<file path="src/rtl/dls_pkg.sv">
`timescale 1ns/1ps
package dls_pkg;
    parameter int BYTE_W = 8;
    parameter int LANES  = 2;
    localparam int WORD_W = BYTE_W * LANES;

    typedef struct packed {
        logic              en;
        logic              er;
        logic [BYTE_W-1:0] data;
    } byte_slot_t;

    typedef byte_slot_t [LANES-1:0] word_slots_t;
endpackage

</file>
<file path="src/rtl/dls_word_capture.sv">
`timescale 1ns/1ps
module dls_word_capture
    import dls_pkg::*;
(
    input  logic              clk,
    input  logic              rst_n,
    input  logic              word_phase,
    input  logic [WORD_W-1:0] in_data,
    input  logic [LANES-1:0]  in_en,
    input  logic [LANES-1:0]  in_er,
    output word_slots_t       word_o,
    output logic              fresh_o
);
    typedef struct packed {
        word_slots_t word;
        logic        fresh;
    } cap_state_t;

    cap_state_t st_d, st_q;

    always_comb begin
        st_d       = st_q;
        st_d.fresh = 1'b0;
        if (word_phase) begin
            st_d.fresh = 1'b1;
            for (int i = 0; i < LANES; i++) begin
                st_d.word[i].en   = in_en[i];
                st_d.word[i].er   = in_er[i];
                st_d.word[i].data = in_data[i*BYTE_W +: BYTE_W];
            end
        end
    end

    always_ff @(posedge clk or negedge rst_n) begin
        if (!rst_n) st_q <= '0;
        else        st_q <= st_d;
    end

    assign word_o  = st_q.word;
    assign fresh_o = st_q.fresh;
endmodule

</file>
<file path="src/rtl/dls_lane_pick.sv">
`timescale 1ns/1ps
module dls_lane_pick
    import dls_pkg::*;
(
    input  logic        clk,
    input  logic        rst_n,
    input  word_slots_t word_i,
    input  logic        fresh_i,
    output byte_slot_t  slot_o
);
    localparam int IDX_W = (LANES > 1) ? $clog2(LANES) : 1;
    localparam logic [IDX_W-1:0] TOP_LANE = IDX_W'(LANES - 1);

    typedef struct packed {
        byte_slot_t       slot;
        logic [IDX_W-1:0] idx;
    } pick_state_t;

    pick_state_t      st_d, st_q;
    logic [IDX_W-1:0] sel;
    byte_slot_t       src;

    always_comb begin
        st_d = st_q;
        sel  = fresh_i ? TOP_LANE : st_q.idx;
        src  = word_i[sel];
        st_d.slot.en   = src.en;
        st_d.slot.er   = src.er;
        st_d.slot.data = (src.en || src.er) ? src.data : '0;
        st_d.idx       = (sel == '0) ? '0 : sel - 1'b1;
    end

    always_ff @(posedge clk or negedge rst_n) begin
        if (!rst_n) st_q <= '0;
        else        st_q <= st_d;
    end

    assign slot_o = st_q.slot;
endmodule

</file>
<file path="src/rtl/dls_slot_pipe.sv">
`timescale 1ns/1ps
module dls_slot_pipe
    import dls_pkg::*;
#(
    parameter int STAGES = 2
) (
    input  logic       clk,
    input  logic       rst_n,
    input  byte_slot_t slot_i,
    output byte_slot_t slot_o
);
    generate
        if (STAGES == 0) begin : g_bypass
            assign slot_o = slot_i;
        end else begin : g_regs
            byte_slot_t stage_d [STAGES];
            byte_slot_t stage_q [STAGES];

            always_comb begin
                stage_d[0] = slot_i;
                for (int k = 1; k < STAGES; k++) begin
                    stage_d[k] = stage_q[k-1];
                end
            end

            always_ff @(posedge clk or negedge rst_n) begin
                if (!rst_n) begin
                    for (int k = 0; k < STAGES; k++) stage_q[k] <= '0;
                end else begin
                    for (int k = 0; k < STAGES; k++) stage_q[k] <= stage_d[k];
                end
            end

            assign slot_o = stage_q[STAGES-1];
        end
    endgenerate
endmodule

</file>
<file path="src/rtl/dual_lane_serializer.sv">
`timescale 1ns/1ps
module dual_lane_serializer
    import dls_pkg::*;
#(
    parameter int LATENCY = 3
) (
    input  logic              clk,
    input  logic              rst_n,
    input  logic              word_phase,
    input  logic [WORD_W-1:0] in_data,
    input  logic [LANES-1:0]  in_en,
    input  logic [LANES-1:0]  in_er,
    output logic [BYTE_W-1:0] out_data,
    output logic              out_en,
    output logic              out_er
);
    localparam int PIPE_STAGES = (LATENCY > 1) ? LATENCY - 1 : 0;

    word_slots_t cap_word;
    logic        cap_fresh;
    byte_slot_t  picked;
    byte_slot_t  final_slot;

    dls_word_capture u_cap (
        .clk        (clk),
        .rst_n      (rst_n),
        .word_phase (word_phase),
        .in_data    (in_data),
        .in_en      (in_en),
        .in_er      (in_er),
        .word_o     (cap_word),
        .fresh_o    (cap_fresh)
    );

    dls_lane_pick u_pick (
        .clk     (clk),
        .rst_n   (rst_n),
        .word_i  (cap_word),
        .fresh_i (cap_fresh),
        .slot_o  (picked)
    );

    dls_slot_pipe #(.STAGES(PIPE_STAGES)) u_pipe (
        .clk    (clk),
        .rst_n  (rst_n),
        .slot_i (picked),
        .slot_o (final_slot)
    );

    assign out_data = final_slot.data;
    assign out_en   = final_slot.en;
    assign out_er   = final_slot.er;
endmodule

</file>
<file path="config.mk">
export PLATFORM = sky130hd
export DESIGN_NAME = dual_lane_serializer
export DESIGN_NICKNAME = d
export VERILOG_FILES = /design/src/rtl/dls_pkg.sv /design/src/rtl/dls_word_capture.sv /design/src/rtl/dls_lane_pick.sv /design/src/rtl/dls_slot_pipe.sv /design/src/rtl/dual_lane_serializer.sv
export SDC_FILE = /design/constraint.sdc
export NUM_CORES = 1
export LEC_CHECK = 0
export BUFFER_PORTS_ARGS = -buffer_cell sky130_fd_sc_hd__buf_2
export CORE_MARGIN = 2
export CORE_UTILIZATION = 57
export CTS_CLUSTER_SIZE = 16
export DETAILED_ROUTE_END_ITERATION = 8
export MAX_ROUTING_LAYER = met4
export PLACE_DENSITY = 0.81
export SKIP_CTS_REPAIR_TIMING = 1
export SYNTH_ARGS = -nofsm -noshare
export SYNTH_HDL_FRONTEND = slang
export SYNTH_HIERARCHICAL = 1
export SYNTH_SLANG_ARGS = --single-unit
</file>
<file path="constraint.sdc">
create_clock -name clk -period 2.2 [get_ports clk]
set_clock_uncertainty 0.05 [all_clocks]
set_input_delay 0.44 -clock clk [delete_from_list [all_inputs] [get_ports clk]]
set_output_delay 0.44 -clock clk [all_outputs]
set_load 0.05 [all_outputs]
</file>
==> results of run 1 <==
==> per-layer routing <==
metal / vias to the layer above / wire length, um / share of wire / global-route usage
li1: 376 / - / - / -
met5: - / 0 / 0 / -
met4: 0 / 59 / 0.026 / 0.0812
met1: 417 / 937 / 0.41 / 0.204
met2: 31 / 1120 / 0.49 / 0.238
met3: 8 / 152 / 0.067 / 0.0791
==> layout by cell type (no fill, tap or decap) <==
| cell type | instances |
|---|---|
| o21ba_1 | 1 |
| buf_2 | 32 |
| dfrtp_1 | 51 |
| bufinv_16 | 1 |
| buf_4 | 2 |
| o21a_1 | 1 |
| clkbuf_4 | 5 |
| a22o_1 | 8 |
| clkinv_2 | 1 |
| clkinv_4 | 1 |
| mux2_4 | 20 |
| mux2_2 | 2 |
==> kinds of logic after synthesis <==
logic type,synth area share
buffers and inverters,0.0196
muxes,0.188
AOI/OAI and AO/OA,0.0509
DFF,0.742
==> power by group through the flow <==
stage	Clock, mW	Combinational, mW	Sequential (mW)
6_report	0.519	0.259	1.09
5_1_grt	0.565	0.276	1.10
4_1_cts	0.526	0.262	1.09
3_5_place_dp	0	0.262	1.11
3_3_place_gp	0	0.256	1.10
2_1_floorplan	0	0.105	1.18
==> state kept, by name (all words and copies together), names as in the netlist <==
| name | cells |
|---|---|
| u_cap/word_o | 20 |
| u_pick/slot_o | 10 |
| u_pipe/g_regs.stage_d | 10 |
| u_pipe/slot_o | 10 |
| u_cap/fresh_o | 1 |
==> area by class of cell <==
class | instances | area, um2
clock inverters | 3 | 43.8
repair buffers | 34 | 175
well taps | 31 | 38.8
flip-flops and latches | 51 | 1280
fillers | 186 | 823
multi-input cells | 32 | 410
clock buffers | 5 | 37.5
==> metrics by stage <==
step | instance area (um2) | power (mW) | util | setup WS [ns] | hold slack, ns
after floorplan | 1720 | 1.29 | - | 1.12 | 0.0944
final | 1980 | 1.86 | 0.707 | 0.751 | 0.0569
after detailed placement | 1900 | 1.37 | 0.678 | 0.719 | 0.287
after global routing | 1980 | 1.94 | 0.707 | 0.689 | 0.0942
after global placement | 1900 | 1.36 | 0.678 | 0.742 | 0.281
after CTS | 1980 | 1.88 | 0.707 | 0.733 | 0.0652
==> worst max-delay path by stage <==
stage                          start          endpoint  slack, ns  depth (start not counted)
floorplan           u_pipe/slot_o[0]       out_data[0]       1.12                          0
global placement          word_phase  u_cap/word_o[12]       0.74                          2
detailed placement        word_phase  u_cap/word_o[14]       0.72                          2
CTS                 u_pipe/slot_o[4]       out_data[4]       0.73                          1
global route        u_pipe/slot_o[4]       out_data[4]       0.69                          1
finish              u_pipe/slot_o[4]       out_data[4]       0.75                          1
==> results.yml, run 1 <==
status:
  status: "finished, violations left"
  violations: "design-rule violations"
sta:
  fmax_mhz: 690
  max-slew-margin-rel: 0.540
  setup_viol: 0
  tns_ns: 0
  period_needed_ns: 1.45
  timing.final.crit_share: 0.659
  rsz0062_at_grt: "no"
  maxSlewViolCount: 0
  finalHoldViolations: 0
  tightest_slew_ns: 0.689
power_and_ir_drop:
  switchingPower_uw: 473
  power_per_cell_area_nw_per_um2: 941
  pwr-share-comb: 0.139
  switching_share: 0.254
  seq_power_share: 0.583
  p_clk_frac: 0.278
  power.leakage_nw: 1.01
  vdd_drop_max_v: 0.000775
  power.internal_mw: 1.39
synthesis:
  synth.distinct_cells: 7
  async_reset_ff_frac: 1.00
  yosysWarnings: 6
  synth_flop_cell: "dfrtp_1"
  synth_edf_count: 0
  yosys-top-cells-area: "dfrtp_1, mux2_4, a22o_1"
  netlist.area_leader.share: 0.742
  syn_nets: 109
  netlist_top_cells_count: "dfrtp_1, mux2_4, a22o_1"
  synth_most_common_cell: "dfrtp_1"
  ys_ff_latch: 51
  syn_area_um2: 1720
  synth.yosys.seq_area_share: 0.742
  syn_avg_cell_area_um2: 20.0
  synth_top_area_cell: "dfrtp_1"
  synth_cells: 86
worst_setup_path:
  rr_startpoint: "u_cap/fresh_o"
  crit_buf_inv: 1
  r2r_setup_slack_ns: 1.04
  max_stage_delay_ns: 0.35
  cp_slowest_cell: "dfrtp_1"
  end_kind: "primary output"
  crit_family: "flip-flops"
  crit_type: "reg -> out"
  crit_arrival_ns: 0.96
  crit_path_max_fanout: 1
  crit_required_ns: 1.71
  r2r_cells: 2
  regToRegEndpoint: "u_pick/slot_o[1]"
  cp_cell_sequence: "buf_2"
  startpoint_type: "flop"
route:
  num_vias: 832
  viasPerCell: 5.33
  drc: 1
  postRouteAntennaNets: 0
  routed_wl_um: 2270
  post_drt_wl_per_cell_um: 14.6
  drtIter0Drc: 10
  drt-pass1-iter-count: 5
cells_and_area:
  nNetsFinal: 147
  fin_cells: 156
  antenna_cells: 0
  drive_gt1_frac: 0.512
  syn_to_final_growth_pct: 15.2
global_routing:
  grt_pass1_vias: 875
  grt_usage: 0.168
  antenna_found_initial: 0
  grt_max_degree: 35
  grt_overflow_total: 0
  grt_pass1_wl_um: 3940
clock_tree:
  cts_buffer_depth: 2
  clock-sinks: 51
  cts_inserted_buffers: 5
  h-tree-depth: 2
  cts_root_buf: "clkbuf_4"
  cts.clk_slew.worst_paths_ns: 0.14
  insertion_delay_ns: 0.36
  cts_tree: "built"
floorplan:
  core_region_area_um2: 2810
  initial_core_util: 0.613
  row_count: 19
  die-area_um2: 3470
  die_w_um: 58.9
  boundaryPins: 33
  die_h_um: 58.9
job:
  cap_violations: 0
placed_design:
  gp_congestion: 0.744
  dp_cells: 148
  portBuffers: 32
min_path:
  hp-class: "in -> async"
(Power assumes the default switching activity.)
==> run 2: changes to the inputs <==
--- a/config.mk
+++ b/config.mk
@@ -5,13 +5,14 @@
 export SDC_FILE = /design/constraint.sdc
 export NUM_CORES = 1
 export LEC_CHECK = 0
+export ABC_AREA = 1
 export BUFFER_PORTS_ARGS = -buffer_cell sky130_fd_sc_hd__buf_2
 export CORE_MARGIN = 2
-export CORE_UTILIZATION = 57
+export CORE_UTILIZATION = 48
 export CTS_CLUSTER_SIZE = 16
 export DETAILED_ROUTE_END_ITERATION = 8
 export MAX_ROUTING_LAYER = met4
-export PLACE_DENSITY = 0.81
+export PLACE_DENSITY = 0.72
 export SKIP_CTS_REPAIR_TIMING = 1
 export SYNTH_ARGS = -nofsm -noshare
 export SYNTH_HDL_FRONTEND = slang
==> constraint.sdc (replaced) <==
create_clock -name clk -period 1.2 [get_ports clk]
set_clock_uncertainty 0.05 [all_clocks]
set_input_delay 0.24 -clock clk [delete_from_list [all_inputs] [get_ports clk]]
set_output_delay 0.24 -clock clk [all_outputs]
set_load 0.05 [all_outputs]
==> results.yml, run 2 <==
status:
  status: "finished, violations left"
  violations: "negative setup slack"
synthesis:
  synth.yosys.seq_area_share: 0.738
  syn_nets: 180
  synth_most_common_cell: "nand2_1"
  async_reset_ff_frac: 1.00
  yosysWarnings: 6
  ys_ff_latch: 51
  synth_edf_count: 0
  syn_area_um2: 1730
  synth.distinct_cells: 10
  syn_avg_cell_area_um2: 11.0
  synth_top_area_cell: "dfrtp_1"
  netlist.area_leader.share: 0.738
  netlist_top_cells_count: "nand2_1, dfrtp_1, a21oi_1, inv_1, nor2_1"
  synth_flop_cell: "dfrtp_1"
  synth_cells: 157
  yosys-top-cells-area: "dfrtp_1, nand2_1, a21oi_1"
global_routing:
  grt_pass1_vias: 1020
  grt_max_degree: 38
  antenna_found_initial: 0
  grt_usage: 0.149
  grt_pass1_wl_um: 4330
  grt_overflow_total: 0
cells_and_area:
  n_fill_cell: 260
  drive_gt1_frac: 0.251
  final_cell_mix: "nand2_1, dfrtp_1, buf_2"
  fin_cells: 245
  largest_register_ffs: 20
  antenna_cells: 0
  layout_commonest_cell: "nand2_1"
  syn_to_final_growth_pct: 22.3
  nNetsFinal: 221
  fin_util: 0.624
sta:
  timing.final.crit_share: 1.02
  period_needed_ns: 1.22
  fin_ws_ns: -0.0190
  setup_viol: 9
  max-slew-margin-rel: 0.778
  rsz0062_at_grt: "yes"
  finalHoldViolations: 0
  fmax_mhz: 820
  tightest_slew_ns: 0.333
  maxSlewViolCount: 0
power_and_ir_drop:
  vdd_drop_max_v: 0.000736
  switchingPower_uw: 873
  seq_power_share: 0.581
  power_per_cell_area_nw_per_um2: 1590
  power.leakage_nw: 1.18
  power.internal_mw: 2.49
  p_clk_frac: 0.283
  pwr-share-comb: 0.137
  switching_share: 0.259
placed_design:
  portBuffers: 32
  gp_congestion: 0.756
  dpl.hpwl_um: 1730
  dp_cells: 234
floorplan:
  die_w_um: 64.0
  initial_core_util: 0.510
  die_h_um: 64.0
  die-area_um2: 4100
  boundaryPins: 33
  core_region_area_um2: 3390
  row_count: 21
worst_setup_path:
  end_kind: "primary output"
  crit_arrival_ns: 0.93
  crit_required_ns: 0.91
  max_stage_delay_ns: 0.40
  startpoint_type: "flop"
  cp_slowest_cell: "dfrtp_1"
  crit_family: "flip-flops"
  cp_cell_sequence: "buf_6"
  crit_type: "reg -> out"
  crit_buf_inv: 1
  crit_path_max_fanout: 1
route:
  drtIter0Drc: 60
  postRouteAntennaNets: 0
  drc: 0
  drt-pass1-iter-count: 4
  routed_wl_um: 2560
  post_drt_wl_per_cell_um: 10.5
  num_vias: 1103
  viasPerCell: 4.50
clock_tree:
  cts_tree: "built"
  clock-sinks: 51
  h-tree-depth: 2
  cts_buffer_depth: 2
  cts.clk_slew.worst_paths_ns: 0.14
  cts_root_buf: "clkbuf_4"
  insertion_delay_ns: 0.37
  cts_inserted_buffers: 5
min_path:
  hp-class: "in -> reg"
job:
  cap_violations: 0
==> run 2: power by group through the flow <==
stage                     registers (mW)  clock network [mW]  logic, mW
after global placement              1.97                   0      0.400
after global routing                1.98                1.07      0.502
after floorplan                     2.10                   0      0.150
after CTS                           1.95               0.988      0.412
final                               1.95               0.952      0.460
after detailed placement            1.98                   0      0.412
==> run 2: cell families (layout without fill, tap and decap cells) <==
family                 after synthesis  in the layout  synth area share
AO/OA/AOI/OAI                        8              8            0.0232
AND/OR/NAND/NOR                     83             83             0.189
buffers and inverters               15             57            0.0499
flip-flops                          51             51             0.738
==> run 2: through the flow <==
stage	area, um2	hold slack, ns	power (mW)	setup slack, ns	setup TNS, ns
floorplan	1730	-0.106	2.25	0.182	0
global placement	1940	0.0995	2.37	0.166	0
detailed placement	1940	0.110	2.39	0.139	0
CTS	2020	-0.315	3.35	-0.0945	-0.747
global route	2110	0.000328	3.55	-0.0722	-0.643
finish	2110	0.00110	3.37	-0.0190	-0.0762
==> run 2: metal layers <==
metal  vias to the layer above  track usage  wire (um)
li1                        557            -          -
met1                       504        0.170       1140
met2                        35        0.224       1190
met3                         7       0.0440        152
met4                         0        0.106         81
met5                         -            -          0
==> run 2: area by class of cell <==
type / instances / area [um2] / share of cell area
multi-input cells: 91 / 367 / 0.173
well taps: 46 / 57.6 / 0.0272
clock buffers: 5 / 37.5 / 0.0178
flip-flops and latches: 51 / 1280 / 0.604
clock inverters: 3 / 43.8 / 0.0207
repair buffers: 39 / 295 / 0.140
inverters: 10 / 37.5 / 0.0178
==> run 2: worst paths after layout <==
path | startpoint | endpoint | slack, ns | cells after the start
setup reg to reg | u_cap/fresh_o | u_pick/slot_o[3] | 0.11 | 5
hold reg to reg | u_pipe/g_regs.stage_d[5] | u_pipe/slot_o[5] | 0.31 | 0
setup / recovery | u_pipe/slot_o[7] | out_data[7] | -0.02 | 1
min in group asynchronous | rst_n | u_pipe/slot_o[9] | 0.23 | 2
max in group asynchronous | rst_n | u_pick/slot_o[4] | 0.38 | 3
hold / removal | in_data[9] | u_cap/word_o[11] | 0.001 | 3
==> run 2: worst min-delay path: cells and delay by family <==
| family | cells | cell delay (ns) |
|---|---|---|
| and+or+nand+nor | 2 | 0.09 |
| buffers and inverters | 1 | 0.07 |
==> run 3: changes to the inputs <==
--- a/config.mk
+++ b/config.mk
@@ -12,7 +12,7 @@
 export CTS_CLUSTER_SIZE = 16
 export DETAILED_ROUTE_END_ITERATION = 8
 export MAX_ROUTING_LAYER = met4
-export PLACE_DENSITY = 0.72
+export PLACE_DENSITY = 0.7
 export SKIP_CTS_REPAIR_TIMING = 1
 export SYNTH_ARGS = -nofsm -noshare
 export SYNTH_HDL_FRONTEND = slang
==> results.yml, run 3 (synthesized netlist as in run 2, its figures left out) <==
clock_tree:
  cts_root_buf: "clkbuf_4"
  cts_buffer_depth: 2
  cts_inserted_buffers: 5
  h-tree-depth: 2
  insertion_delay_ns: 0.37
  cts.clk_slew.worst_paths_ns: 0.15
  clock-sinks: 51
  cts_tree: "built"
global_routing:
  antenna_found_initial: 0
  grt_pass1_vias: 1028
  grt_max_degree: 51
  grt_pass1_wl_um: 4450
  grt_usage: 0.150
  grt_overflow_total: 0
worst_setup_path:
  crit_required_ns: 0.91
  cp_slowest_cell: "dfrtp_1"
  crit_path_max_fanout: 1
  crit_type: "reg -> out"
  crit_family: "flip-flops"
  startpoint_type: "flop"
  crit_buf_inv: 1
  max_stage_delay_ns: 0.41
  end_kind: "primary output"
  crit_arrival_ns: 0.93
  cp_cell_sequence: "buf_6"
placed_design:
  portBuffers: 32
  gp_congestion: 0.789
  dp_cells: 234
  dpl.hpwl_um: 1790
  pre_cts_ws_ns: 0.168
sta:
  rsz0062_at_grt: "yes"
  finalHoldViolations: 0
  period_needed_ns: 1.22
  max-slew-margin-rel: 0.798
  setup_viol: 7
  fmax_mhz: 819
  fin_ws_ns: -0.0210
  tns_ns: -0.0873
  timing.final.crit_share: 1.02
  tightest_slew_ns: 0.302
  maxSlewViolCount: 0
power_and_ir_drop:
  vdd_drop_max_v: 0.000713
  power_per_cell_area_nw_per_um2: 1510
  power.leakage_nw: 1.19
min_path:
  hp-class: "in -> reg"
cells_and_area:
  nNetsFinal: 225
  regArea_um2: 1280
  largest_register_ffs: 20
  layout_commonest_cell: "nand2_1"
  fin_cells: 249
  antenna_cells: 0
  syn_to_final_growth_pct: 23.7
  multi_input_area_um2: 367
  drive_gt1_frac: 0.246
  final_cell_mix: "nand2_1, dfrtp_1, buf_2"
  n_fill_cell: 266
floorplan:
  initial_core_util: 0.510
  boundaryPins: 33
  row_count: 21
  die_w_um: 64.0
  core_region_area_um2: 3390
  die-area_um2: 4100
  die_h_um: 64.0
route:
  viasPerCell: 4.54
  drt-pass1-iter-count: 4
  num_vias: 1131
  post_drt_wl_per_cell_um: 10.6
  postRouteAntennaNets: 0
  drc: 0
  routed_wl_um: 2640
  drtIter0Drc: 73
status:
  violations: "negative setup slack"
  status: "finished, violations left"
job:
  cap_violations: 0
run 3: changes by cell type in the layout (fill, tap and decap cells not counted):
cell           change
bufinv_16          -1
clkinv_2           -1
inv_8              +1
dlygate4sd3_1      +4
clkinv_4           +1
run 3: metal layers:
layer	wire, um	GRT usage
met1	1150	0.166
met2	1260	0.234
met3	157	0.0599
met4	67	0.0788
met5	0	-
run 3: stage by stage:
step / hold WS (ns) / util / power, mW / instance area, um2
6_report: 0.00892 / 0.631 / 3.22 / 2140
5_1_grt: 0.00443 / 0.631 / 3.42 / 2140
4_1_cts: -0.434 / 0.592 / 3.20 / 2010
3_5_place_dp: -0.0107 / 0.573 / 2.40 / 1940
3_3_place_gp: -0.0115 / 0.573 / 2.38 / 1940
2_1_floorplan: -0.106 / - / 2.25 / 1730
run 3: where the power goes:
group	switching (mW)	internal, mW	total (mW)
sequential	0.0699	1.88	1.95
combinational	0.292	0.179	0.471
clock	0.545	0.251	0.796
total	0.907	2.31	3.22
run 3: final timing paths:
path / from / end / slack [ns] / cells after the start
hold / removal: in_en[1] / u_cap/word_o[19] / 0.009 / 3
max in group asynchronous: rst_n / u_cap/word_o[13] / 0.56 / 3
min in group asynchronous: rst_n / u_pipe/slot_o[8] / 0.13 / 2
setup reg to reg: u_cap/fresh_o / u_pick/slot_o[2] / 0.14 / 5
hold reg to reg: u_pipe/g_regs.stage_d[9] / u_pipe/slot_o[9] / 0.32 / 0
setup / recovery: u_pipe/slot_o[4] / out_data[4] / -0.02 / 1
run 3: worst reg2reg max path: stages, from the launching register on:
cell and delay (ns):
dfrtp_1 0.46, buf_4 0.18, nand2_1 0.07, inv_1 0.05, a21oi_1 0.11, nor2_1 0.06
run 3: final cells by class:
class / count / area share
inverters: 10 / 0.0175
flip-flops and latches: 51 / 0.596
multi-input cells: 91 / 0.171
clock inverters: 3 / 0.0135
repair buffers: 43 / 0.157
well taps: 46 / 0.0269
clock buffers: 5 / 0.0175
